[src/rtl/smt_thr_pkg.sv]
package smt_thr_pkg;

  typedef enum logic [1:0] {
    LVL_NONE    = 2'd0,
    LVL_PRIO    = 2'd1,
    LVL_INHIBIT = 2'd2,
    LVL_FLUSH   = 2'd3
  } thr_lvl_e;

endpackage

[src/rtl/smt_cong_detect.sv]
module smt_cong_detect #(
  parameter int CNT_W = 6,
  parameter int ROB_W = 7
) (
  input  logic [CNT_W-1:0] l2_i,
  input  logic [CNT_W-1:0] tlb_i,
  input  logic [ROB_W-1:0] rob_i,
  input  logic [CNT_W:0]   miss_hi_i,
  input  logic [CNT_W:0]   miss_lo_i,
  input  logic [ROB_W-1:0] rob_hi_i,
  input  logic [ROB_W-1:0] rob_lo_i,
  output logic             hot_o,
  output logic             cool_o
);

  logic [CNT_W:0] miss_sum;

  assign miss_sum = {1'b0, l2_i} + {1'b0, tlb_i};
  assign hot_o    = (miss_sum >= miss_hi_i) || (rob_i >= rob_hi_i);
  assign cool_o   = (miss_sum <  miss_lo_i) && (rob_i <  rob_lo_i);

endmodule

[src/rtl/smt_throttle_ctrl.sv]
module smt_throttle_ctrl
  import smt_thr_pkg::*;
#(
  parameter int ROB_W   = 7,
  parameter int DWELL_W = 8
) (
  input  logic                  clk_i,
  input  logic                  rst_ni,
  input  logic [1:0]            hot_i,
  input  logic [1:0]            cool_i,
  input  logic [1:0][ROB_W-1:0] rob_i,
  input  logic [DWELL_W-1:0]    dwell_i,
  output logic [1:0]            low_o,
  output logic [1:0]            inhibit_o,
  output logic [1:0]            flush_o
);

  localparam int CW = DWELL_W + 1;

  thr_lvl_e           lvl_q, lvl_d;
  logic               vic_q, vic_d;
  logic [DWELL_W-1:0] cnt_q, cnt_d;
  logic               flush_q;
  logic               pick;
  logic               dwell_done;

  // both congested: larger occupancy wins, tie to thread 0
  assign pick       = (hot_i[0] && hot_i[1]) ? (rob_i[1] > rob_i[0]) : hot_i[1];
  assign dwell_done = ({1'b0, cnt_q} + CW'(1)) >= {1'b0, dwell_i};

  always_comb begin
    lvl_d = lvl_q;
    vic_d = vic_q;
    cnt_d = cnt_q;
    if (lvl_q == LVL_NONE) begin
      if (|hot_i) begin
        lvl_d = LVL_PRIO;
        vic_d = pick;
        cnt_d = '0;
      end
    end else if (cool_i[vic_q]) begin
      lvl_d = LVL_NONE;
      cnt_d = '0;
    end else if (hot_i[vic_q]) begin
      if (lvl_q != LVL_FLUSH) begin
        if (dwell_done) begin
          lvl_d = (lvl_q == LVL_PRIO) ? LVL_INHIBIT : LVL_FLUSH;
          cnt_d = '0;
        end else begin
          cnt_d = cnt_q + DWELL_W'(1);
        end
      end
    end else begin
      cnt_d = '0;
    end
  end

  always_ff @(posedge clk_i or negedge rst_ni) begin
    if (!rst_ni) begin
      lvl_q   <= LVL_NONE;
      vic_q   <= 1'b0;
      cnt_q   <= '0;
      flush_q <= 1'b0;
    end else begin
      lvl_q   <= lvl_d;
      vic_q   <= vic_d;
      cnt_q   <= cnt_d;
      flush_q <= (lvl_d == LVL_FLUSH) && (lvl_q != LVL_FLUSH);
    end
  end

  for (genvar t = 0; t < 2; t++) begin : g_out
    logic is_vic;
    assign is_vic       = (vic_q == 1'(t));
    assign low_o[t]     = is_vic && (lvl_q != LVL_NONE);
    assign inhibit_o[t] = is_vic && ((lvl_q == LVL_INHIBIT) || (lvl_q == LVL_FLUSH));
    assign flush_o[t]   = is_vic && flush_q;
  end


  one_victim_chk: assert property (@(posedge clk_i) disable iff (!rst_ni)
    $onehot0(low_o));


  engage_chk: assert property (@(posedge clk_i) disable iff (!rst_ni)
    (lvl_q == LVL_NONE && |hot_i) |=> (|low_o));


  release_chk: assert property (@(posedge clk_i) disable iff (!rst_ni)
    (lvl_q != LVL_NONE && cool_i[vic_q]) |=> (low_o == 2'b00));


  flush_pulse_chk: assert property (@(posedge clk_i) disable iff (!rst_ni)
    (|flush_o) |=> !(|flush_o));


  flush_inhibit_chk: assert property (@(posedge clk_i) disable iff (!rst_ni)
    (flush_o & ~inhibit_o) == 2'b00);


  inhibit_low_chk: assert property (@(posedge clk_i) disable iff (!rst_ni)
    (inhibit_o & ~low_o) == 2'b00);

endmodule

[src/rtl/smt_decode_share.sv]
module smt_decode_share #(
  parameter int PRIO_W    = 3,
  parameter int NORM_PRIO = 4,
  parameter int LOW_PRIO  = 1
) (
  input  logic                   clk_i,
  input  logic                   rst_ni,
  input  logic [1:0]             low_i,
  input  logic [1:0]             inhibit_i,
  output logic [1:0][PRIO_W-1:0] prio_o,
  output logic [1:0]             grant_o
);

  localparam int SUM_W = PRIO_W + 1;

  logic [SUM_W-1:0] slot_q, slot_d, frame_len;

  for (genvar t = 0; t < 2; t++) begin : g_prio
    assign prio_o[t] = low_i[t] ? PRIO_W'(LOW_PRIO) : PRIO_W'(NORM_PRIO);
  end

  assign frame_len = {1'b0, prio_o[0]} + {1'b0, prio_o[1]};
  // wrap also covers a frame that shrank mid-way
  assign slot_d    = (slot_q >= frame_len - SUM_W'(1)) ? '0 : slot_q + SUM_W'(1);

  always_comb begin
    if (inhibit_i[0])                     grant_o = 2'b10;
    else if (inhibit_i[1])                grant_o = 2'b01;
    else if (slot_q < {1'b0, prio_o[0]})  grant_o = 2'b01;
    else                                  grant_o = 2'b10;
  end

  always_ff @(posedge clk_i or negedge rst_ni) begin
    if (!rst_ni) slot_q <= '0;
    else         slot_q <= slot_d;
  end


  one_grant_chk: assert property (@(posedge clk_i) disable iff (!rst_ni)
    $countones(grant_o) == 1);


  inhibit_grant_chk: assert property (@(posedge clk_i) disable iff (!rst_ni)
    (grant_o & inhibit_i) == 2'b00);

endmodule

[src/rtl/smt_throttle_unit.sv]
module smt_throttle_unit #(
  parameter int CNT_W     = 6,
  parameter int ROB_W     = 7,
  parameter int DWELL_W   = 8,
  parameter int PRIO_W    = 3,
  parameter int NORM_PRIO = 4,
  parameter int LOW_PRIO  = 1
) (
  input  logic                   clk_i,
  input  logic                   rst_ni,
  input  logic [1:0][CNT_W-1:0]  l2_miss_cnt_i,
  input  logic [1:0][CNT_W-1:0]  tlb_miss_cnt_i,
  input  logic [1:0][ROB_W-1:0]  rob_occ_i,
  input  logic [CNT_W:0]         miss_hi_thr_i,
  input  logic [CNT_W:0]         miss_lo_thr_i,
  input  logic [ROB_W-1:0]       rob_hi_thr_i,
  input  logic [ROB_W-1:0]       rob_lo_thr_i,
  input  logic [DWELL_W-1:0]     dwell_i,
  output logic [1:0][PRIO_W-1:0] prio_o,
  output logic [1:0]             decode_inhibit_o,
  output logic [1:0]             flush_o,
  output logic [1:0]             decode_grant_o
);

  logic [1:0] hot, cool, low;

  for (genvar t = 0; t < 2; t++) begin : g_det
    smt_cong_detect #(
      .CNT_W(CNT_W),
      .ROB_W(ROB_W)
    ) i_det (
      .l2_i     (l2_miss_cnt_i[t]),
      .tlb_i    (tlb_miss_cnt_i[t]),
      .rob_i    (rob_occ_i[t]),
      .miss_hi_i(miss_hi_thr_i),
      .miss_lo_i(miss_lo_thr_i),
      .rob_hi_i (rob_hi_thr_i),
      .rob_lo_i (rob_lo_thr_i),
      .hot_o    (hot[t]),
      .cool_o   (cool[t])
    );
  end

  smt_throttle_ctrl #(
    .ROB_W  (ROB_W),
    .DWELL_W(DWELL_W)
  ) i_ctrl (
    .clk_i    (clk_i),
    .rst_ni   (rst_ni),
    .hot_i    (hot),
    .cool_i   (cool),
    .rob_i    (rob_occ_i),
    .dwell_i  (dwell_i),
    .low_o    (low),
    .inhibit_o(decode_inhibit_o),
    .flush_o  (flush_o)
  );

  smt_decode_share #(
    .PRIO_W   (PRIO_W),
    .NORM_PRIO(NORM_PRIO),
    .LOW_PRIO (LOW_PRIO)
  ) i_share (
    .clk_i    (clk_i),
    .rst_ni   (rst_ni),
    .low_i    (low),
    .inhibit_i(decode_inhibit_o),
    .prio_o   (prio_o),
    .grant_o  (decode_grant_o)
  );

endmodule

[config.mk]
export PLATFORM = sky130hd
export DESIGN_NAME = smt_throttle_unit
export DESIGN_NICKNAME = d
export VERILOG_FILES = /design/src/rtl/smt_thr_pkg.sv /design/src/rtl/smt_cong_detect.sv /design/src/rtl/smt_throttle_ctrl.sv /design/src/rtl/smt_decode_share.sv /design/src/rtl/smt_throttle_unit.sv
export SDC_FILE = /design/constraint.sdc
export NUM_CORES = 1
export LEC_CHECK = 0
export ABC_AREA = 1
export ABC_CLOCK_PERIOD_IN_PS = 5300
export BUFFER_PORTS_ARGS = -buffer_cell sky130_fd_sc_hd__buf_4
export CAP_MARGIN = 20
export CORE_MARGIN = 2
export CORE_UTILIZATION = 55
export CTS_CLUSTER_DIAMETER = 30
export CTS_CLUSTER_SIZE = 24
export DETAILED_ROUTE_END_ITERATION = 7
export PLACE_DENSITY_LB_ADDON = 0.15
export SETUP_SLACK_MARGIN = 0.2
export SYNTH_ARGS = -nofsm -noshare
export SYNTH_HDL_FRONTEND = slang
export SYNTH_HIERARCHICAL = 1
export SYNTH_SLANG_ARGS = --single-unit
[constraint.sdc]
create_clock -name clk_i -period 5.3 [get_ports clk_i]
set_input_delay 1.06 -clock clk_i [delete_from_list [all_inputs] [get_ports clk_i]]
set_output_delay 1.06 -clock clk_i [all_outputs]
set_load 0.03 [all_outputs]
Word-level counts from Yosys, hierarchy flattened

Index checks and enable logic that the tools add are counted.

Register bits: 16
Bits of input ports: 76
Logic and storage cells: 75

$add $sub $neg: 7
$lt $le $gt $ge: 13
Equal/unequal tests: 7
Multiplexer cells: 24
Bitwise logic cells: 1
Reduce and logical (&&, ||, !) cells: 18

Operator list:

| kind                | count |
|---|---|
| $mux 8              | 6 |
| $ge 7x7->1          | 4 |
| $lt 7x7->1          | 4 |
| $mux 2              | 9 |
| $add 6x6->7         | 2 |
| $logic_and 1x1->1   | 10 |
| $add 8x1->9 const B | 1 |
| $ge 9x8->1          | 1 |
| $add 8x1->8 const B | 1 |
| $gt 7x7->1          | 1 |
| $eq 2x2->1 const B  | 3 |
| $mux 1              | 6 |
| $mux 3              | 2 |
| $add 3x3->4         | 1 |
| $add 4x1->4 const B | 1 |
| $ge 4x4->1          | 1 |
| $lt 4x3->1          | 1 |
| $mux 4              | 1 |
| $ne 2x2->1 const B  | 2 |
| $ne 4x2->1 const B  | 1 |
| $reduce_and 2->1    | 2 |
| $sub 4x1->4 const B | 1 |
| $logic_or 1x1->1    | 3 |
| $eq 2x1->1 const B  | 1 |
| other kinds (5)     | 5 |

Longest topological paths before layout

Gate-level depths: netlist (run 1).

Word-level depth: 10
Depth in mapped cells: 21
Depth with buffers taken out: 21

Cells and area by module

The synthesis (run 1) kept the hierarchy.

By module, submodules not included:

| module                           | instances | cells each | area each (µm²) | seq. area each (µm²) |
|---|---|---|---|---|
| smt_throttle_ctrl                | 1         | 166        | 1181.1          | 300.3 |
| smt_cong_detect (g_det[1].i_det) | 1         | 163        | 968.4           | 0.0 |
| smt_cong_detect (g_det[0].i_det) | 1         | 161        | 954.7           | 0.0 |
| smt_decode_share                 | 1         | 52         | 397.9           | 100.1 |

Worst setup path after synthesis (run 1)

OpenSTA, ideal clock, no wires.

Kind: input to register
From: input port l2_miss_cnt_i[6] (netlist name)
To: register i_ctrl.cnt_q[0]
Data arrival time: 3413 ps
Data required time: 5223 ps
Setup slack: 1810 ps
Stages on the path: 19
Cell sequence: ha_1 -> inv_1 -> fa_1 -> nand3b_1 -> nand2_1 -> nand2_1 -> a21oi_2 -> ha_1 -> a21o_1 -> nor2_1 -> nand2_1 -> nor2_1 -> nand2_1 -> nand2_2 -> nor2_4 -> nand2_2 -> o21a_4 -> nand4_4 -> o21ai_1

Elaborated cells on any way between the ends: 16

RTL lines:

| element                                                            | line                    | RTL |
|---|---|---|
| from (decl)                                                        | smt_throttle_unit.sv:11 | `input logic [1:0][CNT_W-1:0] l2_miss_cnt_i,` |
| $add 6x6->7 (*)                                                    | smt_cong_detect.sv:18   | `assign miss_sum = {1'b0, l2_i} + {1'b0, tlb_i};` |
| $lt 7x7->1 (*)                                                     | smt_cong_detect.sv:20   | `assign cool_o = (miss_sum < miss_lo_i) && (rob_i < rob_lo_i);` |
| $logic_and 1x1->1 (*)                                              | smt_cong_detect.sv:20   |  |
| via cool[1]                                                        | smt_throttle_unit.sv:25 | `logic [1:0] hot, cool, low;` |
| $mux 1 (not written as such) (*) (2 in a row)                      | smt_throttle_ctrl.sv:41 | `end else if (cool_i[vic_q]) begin` |
| $ne 4x2->1 (no source line) / $mux 8 (equally long branches)       | n/a                     |  |
| $reduce_and 2->1 (no source line) / $mux 8 (equally long branches) | n/a                     |  |
| to (signal assigned)                                               | smt_throttle_ctrl.sv:67 | `cnt_q <= cnt_d;` |
| to (decl)                                                          | smt_throttle_ctrl.sv:22 | `logic [DWELL_W-1:0] cnt_q, cnt_d;` |

The timed path passes the listed nets; every way through them passes the cells marked *. The select of a mux whose other input is x is not followed.
A chain may end at the register's enable or synchronous reset.

Worst setup path in the final report (run 1)

From: input port l2_miss_cnt_i[6] (netlist name)
To: register i_ctrl.cnt_q[6]

The elaborated chain is that of the path after synthesis.

==> run_results.csv, run 1 <==
group,metric,value,unit
outcome,status,"complete, no violations",
sta,clock_skew,0.0007538,ns
drt,highest_layer,"met4",
clock_network,htreeDepth,1,
clock_network,cts_made_buffers,3,
drt,via_per_inst,4.775,
final_layout,nets,795,
critical_path,crit_required,5.45,ns
synthesis,synthCells,542,
grt,grt_max_degree,17,
die,die_w,83.80,um
drt,drt-met1-wl,3242,um
clock_network,cts_tree,"done",
sta,whs,0.5231,ns
synthesis,avgSynthCellArea,6.461,um2
drt,drt_drc_violations_left,0,
critical_path,path_class,"primary input to register",
drt,wl_met2,3628,um
synthesis,synthTopCellsByArea,"ha_1, nand2_1, inv_1, dfrtp_1, nor2_1",
flow_run,drv_cap,0,
drt,wl_met3,216,um
placed_design,hpwl,6484,um
sta,setup_viol,0,
grt,grt.overflow.total,0,
critical_path,cp_top_family,"simple AND/OR/NAND/NOR gates",
critical_path,cp.arrival,3.81,ns
power_and_ir_drop,leakage,0.002778,uW
sta,hold_viol,0,
critical_path,worstPathCellList,"buf_4 -> ha_1 -> inv_1 -> fa_1 -> nand3b_1 -> nand2_1 -> nand2_1 -> a21oi_2 -> ha_1 -> a21o_1 -> nor2_1 -> nand2_1 -> nor2_1 -> nand2_1 -> nand2_2 -> nor2_4 -> nand2_2 -> o21a_4 -> nand4_4 -> o22ai_1",
placed_design,pre_cts_ws,1.410,ns
drt,drt_first_pass_iters,4,
final_layout,final_cell_mix,"nand2_1, inv_1, ha_1",
sta,drv_slew,0,
synthesis,synth.area.mux_share,0,
critical_path,cp_max_fo,8,
synthesis,yosys.area_share.simple,0.2730,
final_layout,syn_to_final_growth,21.08,%
clock_network,cts_buffer_depth,2,
sta,period_needed,3.653,ns
power_and_ir_drop,p_per_area,237.9,nW/um2
grt,grt_pass1_vias,3345,
power_and_ir_drop,peakVddDrop,0.4102,mV
synthesis,synth_seq_cells,16,
grt,antenna_found_initial,0,
synthesis,synth_top_family_by_area,"adder cells",
synthesis,synth.largest_area_cell,"ha_1",
placed_design,place_congestion,0.8473,
synthesis,synth_area,3502,um2
critical_path,path_buf_inv,2,
final_layout,drive_above_1_share,0.1773,
die,fp.dieH,83.80,um
placed_design,port_buffers,85,
power_and_ir_drop,swShare,0.5026,
clock_network,cts_root_buf,"clkbuf_8",
power_and_ir_drop,power_frac_clock,0.086,
synthesis,synth-edff-count,0,
final_layout,mostFrequentLayoutCell,"nand2_1",
die,pin_count,88,
synthesis,yosysWarnings,6,
drt,drt_iter0_markers,65,
power_and_ir_drop,switchingPower,507.0,uW
die,die_area,7022,um2
sta,setup_slack,1.647,ns
clock_network,cts_hold_buf,0,
clock_network,post_cts_resized,0,
drt,wire_per_inst,10.12,um
power_and_ir_drop,p_int,501.8,uW
synthesis,synth_flop_cell,"dfrtp_1",
clock_network,clk_latency,0.24,ns
clock_network,cts_setup_buffers,0,
synthesis,synth_fa_ha_area_frac,0.3294,
die,core,6241,um2
synthesis,synth_compound_area_frac,0.08003,
die,rows,29,
final_layout,fillCellCount,597,
drt,ant_nets,0,
synthesis,synthArstFlopShare,1.000,
sta,rsz0062_at_grt,"no",
synthesis,yosys.cell_types.count,32,
sta,fin_tns_setup,0,ns
final_layout,diodes,0,
critical_path,path_common_cell,"nand2_1",
die,start_util,0.5611,
critical_path,critPathMaxStageDelay,0.39,ns
grt,grt_usage,0.2121,
hold_path,worstHoldPathType,"register to register",
sta,maxClockFrequency,0.2737,GHz
final_layout,final_core_util,0.6794,
critical_path,startpoint_type,"primary input",
drt,via_count,3357,
drt,wl,7114,um
critical_path,ff2ff_setup_slack,2.97,ns
grt,grt_pass1_wl,12890,um
critical_path,worst_setup_path_end_kind,"register",
synthesis,ys_seq_area_frac,0.1143,
power_and_ir_drop,p_seq_frac,0.189,
power_and_ir_drop,combPwrFrac,0.725,
clock_network,clkTransAtPathRegs,0.06,ns
synthesis,synth_top_cell_area_share,0.3180,
critical_path,slowest_stage,"fa_1",
synthesis,synth_xor_area_frac,0.03001,
sta,final.period_utilization,0.6893,
clock_network,cts.sinks,16,
through the flow:
| step | instances | instance area, um2 | total power, uW |
|---|---|---|---|
| after global placement | 700 | 4199 | 898.2 |
| after CTS | 703 | 4240 | 1023 |
| after floorplan | 543 | 3506 | 735.8 |
| after global routing | 703 | 4240 | 1135 |
| final | 703 | 4240 | 1009 |
| after detailed placement | 700 | 4199 | 930.8 |
synth_stat cells (5+ instances only):
cell and count:
ha_1 89, xor2_1 5, nor2_1 35, nand2_1 145
o22ai_1 5, nand3_1 20, o21ai_0 6, xnor2_1 7
dfrtp_1 16, a21oi_1 25, inv_1 144, nand4_1 7
worst register-to-register path: stages, from the launching register on:
cell     delay, ns
dfrtp_1       0.43
ha_1          0.27
nand3_1       0.11
xor2_1        0.20
inv_1         0.07
ha_1          0.29
nand2_1       0.05
inv_1         0.06
nand3_1       0.06
nand3_1       0.07
nand2_1       0.05
nand2_1       0.07
nand2_1       0.10
nand2_1       0.10
nand2_1       0.06
nand2_1       0.07
nand3_2       0.07
a21oi_2       0.12
power groups by stage:
stage / combinational, uW / clock, uW / sequential (uW)
after floorplan: 558 / 0 / 177
after CTS: 741 / 91.3 / 191
after global routing: 844 / 96.0 / 196
final: 732 / 86.7 / 190
after detailed placement: 738 / 0 / 193
after global placement: 706 / 0 / 192
final cells by class:
cell class / count / area (um2) / area share
Timing Repair Buffer: 85 / 638.1 / 0.1505
Sequential cell: 16 / 400.4 / 0.09442
Tap cell: 77 / 96.34 / 0.02272
Inverter: 149 / 561.8 / 0.1325
Clock buffer: 3 / 41.29 / 0.009737
Multi-Input combinational cell: 373 / 2502 / 0.5901
final timing paths:
kind / start / to / cells after the start
min in group asynchronous: rst_ni / i_share/slot_q[3] / 1
min reg2reg: i_share/slot_q[0] / i_share/slot_q[0] / 1
max reg2reg: i_ctrl/cnt_q[0] / i_ctrl/flush_q / 17
min: i_share/slot_q[0] / i_share/slot_q[0] / 1
max in group asynchronous: rst_ni / i_ctrl/cnt_q[0] / 1
max: l2_miss_cnt_i[6] / i_ctrl/cnt_q[6] / 20
per-layer routing:
| metal | GRT usage | vias up |
|---|---|---|
| met5 | 0 | - |
| met4 | 0.03812 | 0 |
| met3 | 0.01385 | 2 |
| met2 | 0.4102 | 57 |
| met1 | 0.2576 | 1474 |
| li1 | - | 1824 |
kinds of logic after synthesis:
| kind of cell | after synthesis |
|---|---|
| buf+inv | 154 |
| flops | 16 |
| xor+xnor | 12 |
| compound gates | 47 |
| simple gates | 221 |
| fa+ha+maj | 91 |
| other cells | 1 |
state kept, by name, indices dropped and copies added, names as in the netlist:
register             count
i_ctrl/cnt_q             8
i_ctrl/flush_q           1
i_ctrl/g_out.is_vic      1
i_ctrl/lvl_q             2
i_share/slot_q           4
Power figures use the tool's default switching activity.
==> inputs of run 2 (changes only) <==
Settings changed: ABC_AREA 1 to 0, ABC_CLOCK_PERIOD_IN_PS 5300 to 3750.
Clock period 5.3 ns to 3.75 ns, I/O delays scaled along.
==> run_results.csv, run 2 <==
group,metric,value,unit
drt,drt_iter0_markers,74,
critical_path,path_buf_inv,2,
critical_path,critPathMaxStageDelay,0.34,ns
synthesis,synthCells,388,
drt,wire_per_inst,13.13,um
final_layout,fillCellCount,431,
sta,maxClockFrequency,0.2839,GHz
final_layout,final_core_util,0.7531,
synthesis,synth_top_family_by_area,"adder cells",
clock_network,cts_made_buffers,3,
synthesis,yosysWarnings,6,
clock_network,clk_latency,0.25,ns
synthesis,synth-edff-count,0,
synthesis,avgSynthCellArea,8.313,um2
synthesis,synth_seq_cells,16,
die,die_area,6493,um2
grt,grt_pass1_wl,12210,um
power_and_ir_drop,p_int,823.7,uW
drt,ant_nets,0,
grt,grt.overflow.total,0,
sta,hold_viol,0,
sta,drv_slew,0,
drt,wl,7311,um
clock_network,cts.sinks,16,
drt,via_count,2991,
critical_path,r2r.worst_path.cells,10,
critical_path,ff2ff_setup_slack,1.08,ns
placed_design,placed_cell_area,4008,um2
synthesis,synth_fa_ha_area_frac,0.3576,
flow_run,drv_cap,0,
synthesis,yosys.area_share.simple,0.1249,
final_layout,nets,653,
critical_path,cp_top_family,"compound AO/OA/AOI/OAI gates",
sta,period_needed,3.523,ns
drt,drt_drc_violations_left,0,
placed_design,place_congestion,0.8557,
critical_path,worst_setup_path_end_kind,"register",
placed_design,pre_cts_ws,-0.1139,ns
drt,via_per_inst,5.370,
clock_network,htreeDepth,1,
die,die_w,80.58,um
die,rows,27,
placed_design,port_buffers,85,
clock_network,cts_tree,"done",
grt,grt_usage,0.2310,
die,fp.dieH,80.58,um
final_layout,stdcell_area,4198,um2
critical_path,regToRegStartpoint,"i_ctrl/lvl_q[1]",
power_and_ir_drop,peakVddDrop,0.4910,mV
synthesis,synth_compound_area_frac,0.2269,
final_layout,final_cell_mix,"buf_4, ha_1, inv_1",
power_and_ir_drop,leakage,0.002345,uW
synthesis,synth_flop_cell,"dfrtp_1",
final_layout,mostFrequentLayoutCell,"buf_4",
critical_path,cp_max_fo,8,
power_and_ir_drop,p_seq_frac,0.186,
synthesis,yosysMostFrequentCell,"ha_1",
synthesis,synth_top_cells_by_count,"ha_1, inv_1, o21ai_0",
synthesis,synth_area,3226,um2
critical_path,cp.arrival,3.66,ns
final_layout,stdcell_count,557,
final_layout,largest_reg_flops,8,
final_layout,syn_to_final_growth,30.14,%
final_layout,reg_top3,"i_ctrl/cnt_q (8), i_share/slot_q (4), i_ctrl/lvl_q (2)",
synthesis,synth.area.mux_share,0.007758,
power_and_ir_drop,power_frac_clock,0.102,
final_layout,drive_above_1_share,0.2804,
power_and_ir_drop,switchingPower,684.5,uW
hold_path,worstHoldPathType,"primary input to async pin",
grt,antenna_found_initial,0,
grt,grt_max_degree,17,
sta,setup_viol,0,
die,pin_count,88,
critical_path,crit_required,3.89,ns
synthesis,synthTopCellsByArea,"ha_1, dfrtp_1, inv_1, a211oi_1, xnor2_1",
grt,grt_pass1_vias,2955,
power_and_ir_drop,combPwrFrac,0.712,
final_layout,diodes,0,
synthesis,synth_xor_area_frac,0.04344,
critical_path,path_class,"primary input to register",
synthesis,synth.largest_area_cell,"ha_1",
critical_path,slowest_stage,"fa_2",
clock_network,cts_hold_buf,0,
critical_path,crit_start,"tlb_miss_cnt_i[0]",
critical_path,worstPathCellList,"buf_6 -> ha_4 -> inv_2 -> fa_2 -> nor2b_2 -> o31a_1 -> a21oi_2 -> ha_1 -> a211oi_2 -> nor2_2 -> a2111oi_4 -> o211ai_1 -> mux2_4 -> and2_4 -> a31o_4 -> a32o_1",
critical_path,startpoint_type,"primary input",
sta,clock_skew,0.001340,ns
synthesis,synthArstFlopShare,1.000,
sta,rsz0062_at_grt,"yes",
power_and_ir_drop,swShare,0.4538,
sta,setup_slack,0.2275,ns
synthesis,yosys.cell_types.count,52,
die,core,5574,um2
drt,drt_first_pass_iters,6,
critical_path,reg2reg_to,"i_share/slot_q[3]",
sta,whs,0.3462,ns
placed_design,hpwl,6411,um
synthesis,ys_seq_area_frac,0.1241,
sta,final.period_utilization,0.9393,
final_layout,largest-register,"i_ctrl/cnt_q",
die,start_util,0.5787,
synthesis,synth_top_cell_area_share,0.3452,
power_and_ir_drop,p_per_area,359.3,nW/um2
clock_network,cts_buffer_depth,2,
placed_design,dp.cells,548,
clock_network,clkTransAtPathRegs,0.06,ns
clock_network,cts_root_buf,"clkbuf_8",
outcome,status,"complete, no violations",
-- run 2: cell types whose count changed after synthesis, moves of 11 or more --
cell      change
nor2_1       -18
nand2b_1     +11
inv_1        -62
o21ai_0      +12
nand2_1     -137
a211oi_1     +14
-- run 2: worst reg2reg max path: cells and delay by family (launching register included) --
family,cells,cell delay [ns]
AO/OA/AOI/OAI,2,0.62
AND/OR/NAND/NOR,3,0.58
flip-flops,1,0.56
buffers and inverters,3,0.30
adder cells (fa/ha/maj),2,0.52
-- run 2: worst max-delay path by stage --
stage	to	slack (ns)	cells after the start
global placement	i_ctrl/cnt_q[5]	-0.03	16
global route	i_ctrl/cnt_q[6]	0.10	16
CTS	i_ctrl/cnt_q[3]	0.21	15
finish	i_ctrl/cnt_q[5]	0.23	16
detailed placement	i_ctrl/cnt_q[3]	-0.11	16
floorplan	i_ctrl/cnt_q[5]	0.15	16
-- run 2: layout make-up --
| cell class | instances | area, um2 | area share |
|---|---|---|---|
| Timing Repair Buffer | 100 | 758.2 | 0.1806 |
| Clock buffer | 4 | 55.05 | 0.01311 |
| Sequential cell | 16 | 400.4 | 0.09538 |
| Multi-Input combinational cell | 283 | 2586 | 0.6161 |
| Tap cell | 72 | 90.09 | 0.02146 |
| Inverter | 82 | 307.8 | 0.07332 |
-- run 2: what timing repair did --
action | CTS | global route
setup buffers | 3 | 2
endpoints found under the hold margin | 0 | 0
gates resized for setup | 3 | 20
pin swaps | 5 | 17
endpoints found under the setup margin | 7 | 11
-- run 2: power by group through the flow --
stage | Clock [uW] | Sequential, uW | Combinational (uW)
final | 153 | 281 | 1070
after global routing | 164 | 290 | 1200
after floorplan | 0 | 245 | 769
after detailed placement | 0 | 280 | 1030
after global placement | 0 | 278 | 991
after CTS | 155 | 276 | 1050
-- run 2: cells by family after synthesis --
logic type                 count (synthesis)
DFF                                       16
buffers and inverters                     90
AOI/OAI and AO/OA                         98
other                                      1
and+or+nand+nor                           74
xor gates and xnor gates                  16
adders and majority gates                 91
muxes                                      2
-- run 2: per-stage QoR --
step,total power [uW],TNS (ns)
global route,1655,0
finish,1508,0
detailed placement,1310,-0.7090
CTS,1479,0
global placement,1269,-0.1497
floorplan,1014,0
-- run 2: per-layer routing --
metal,share of wire,GRT usage
met1,0.44,0.2881
met2,0.52,0.4425
met3,0.030,0.01461
met4,0.0089,0.02881
met5,0,0
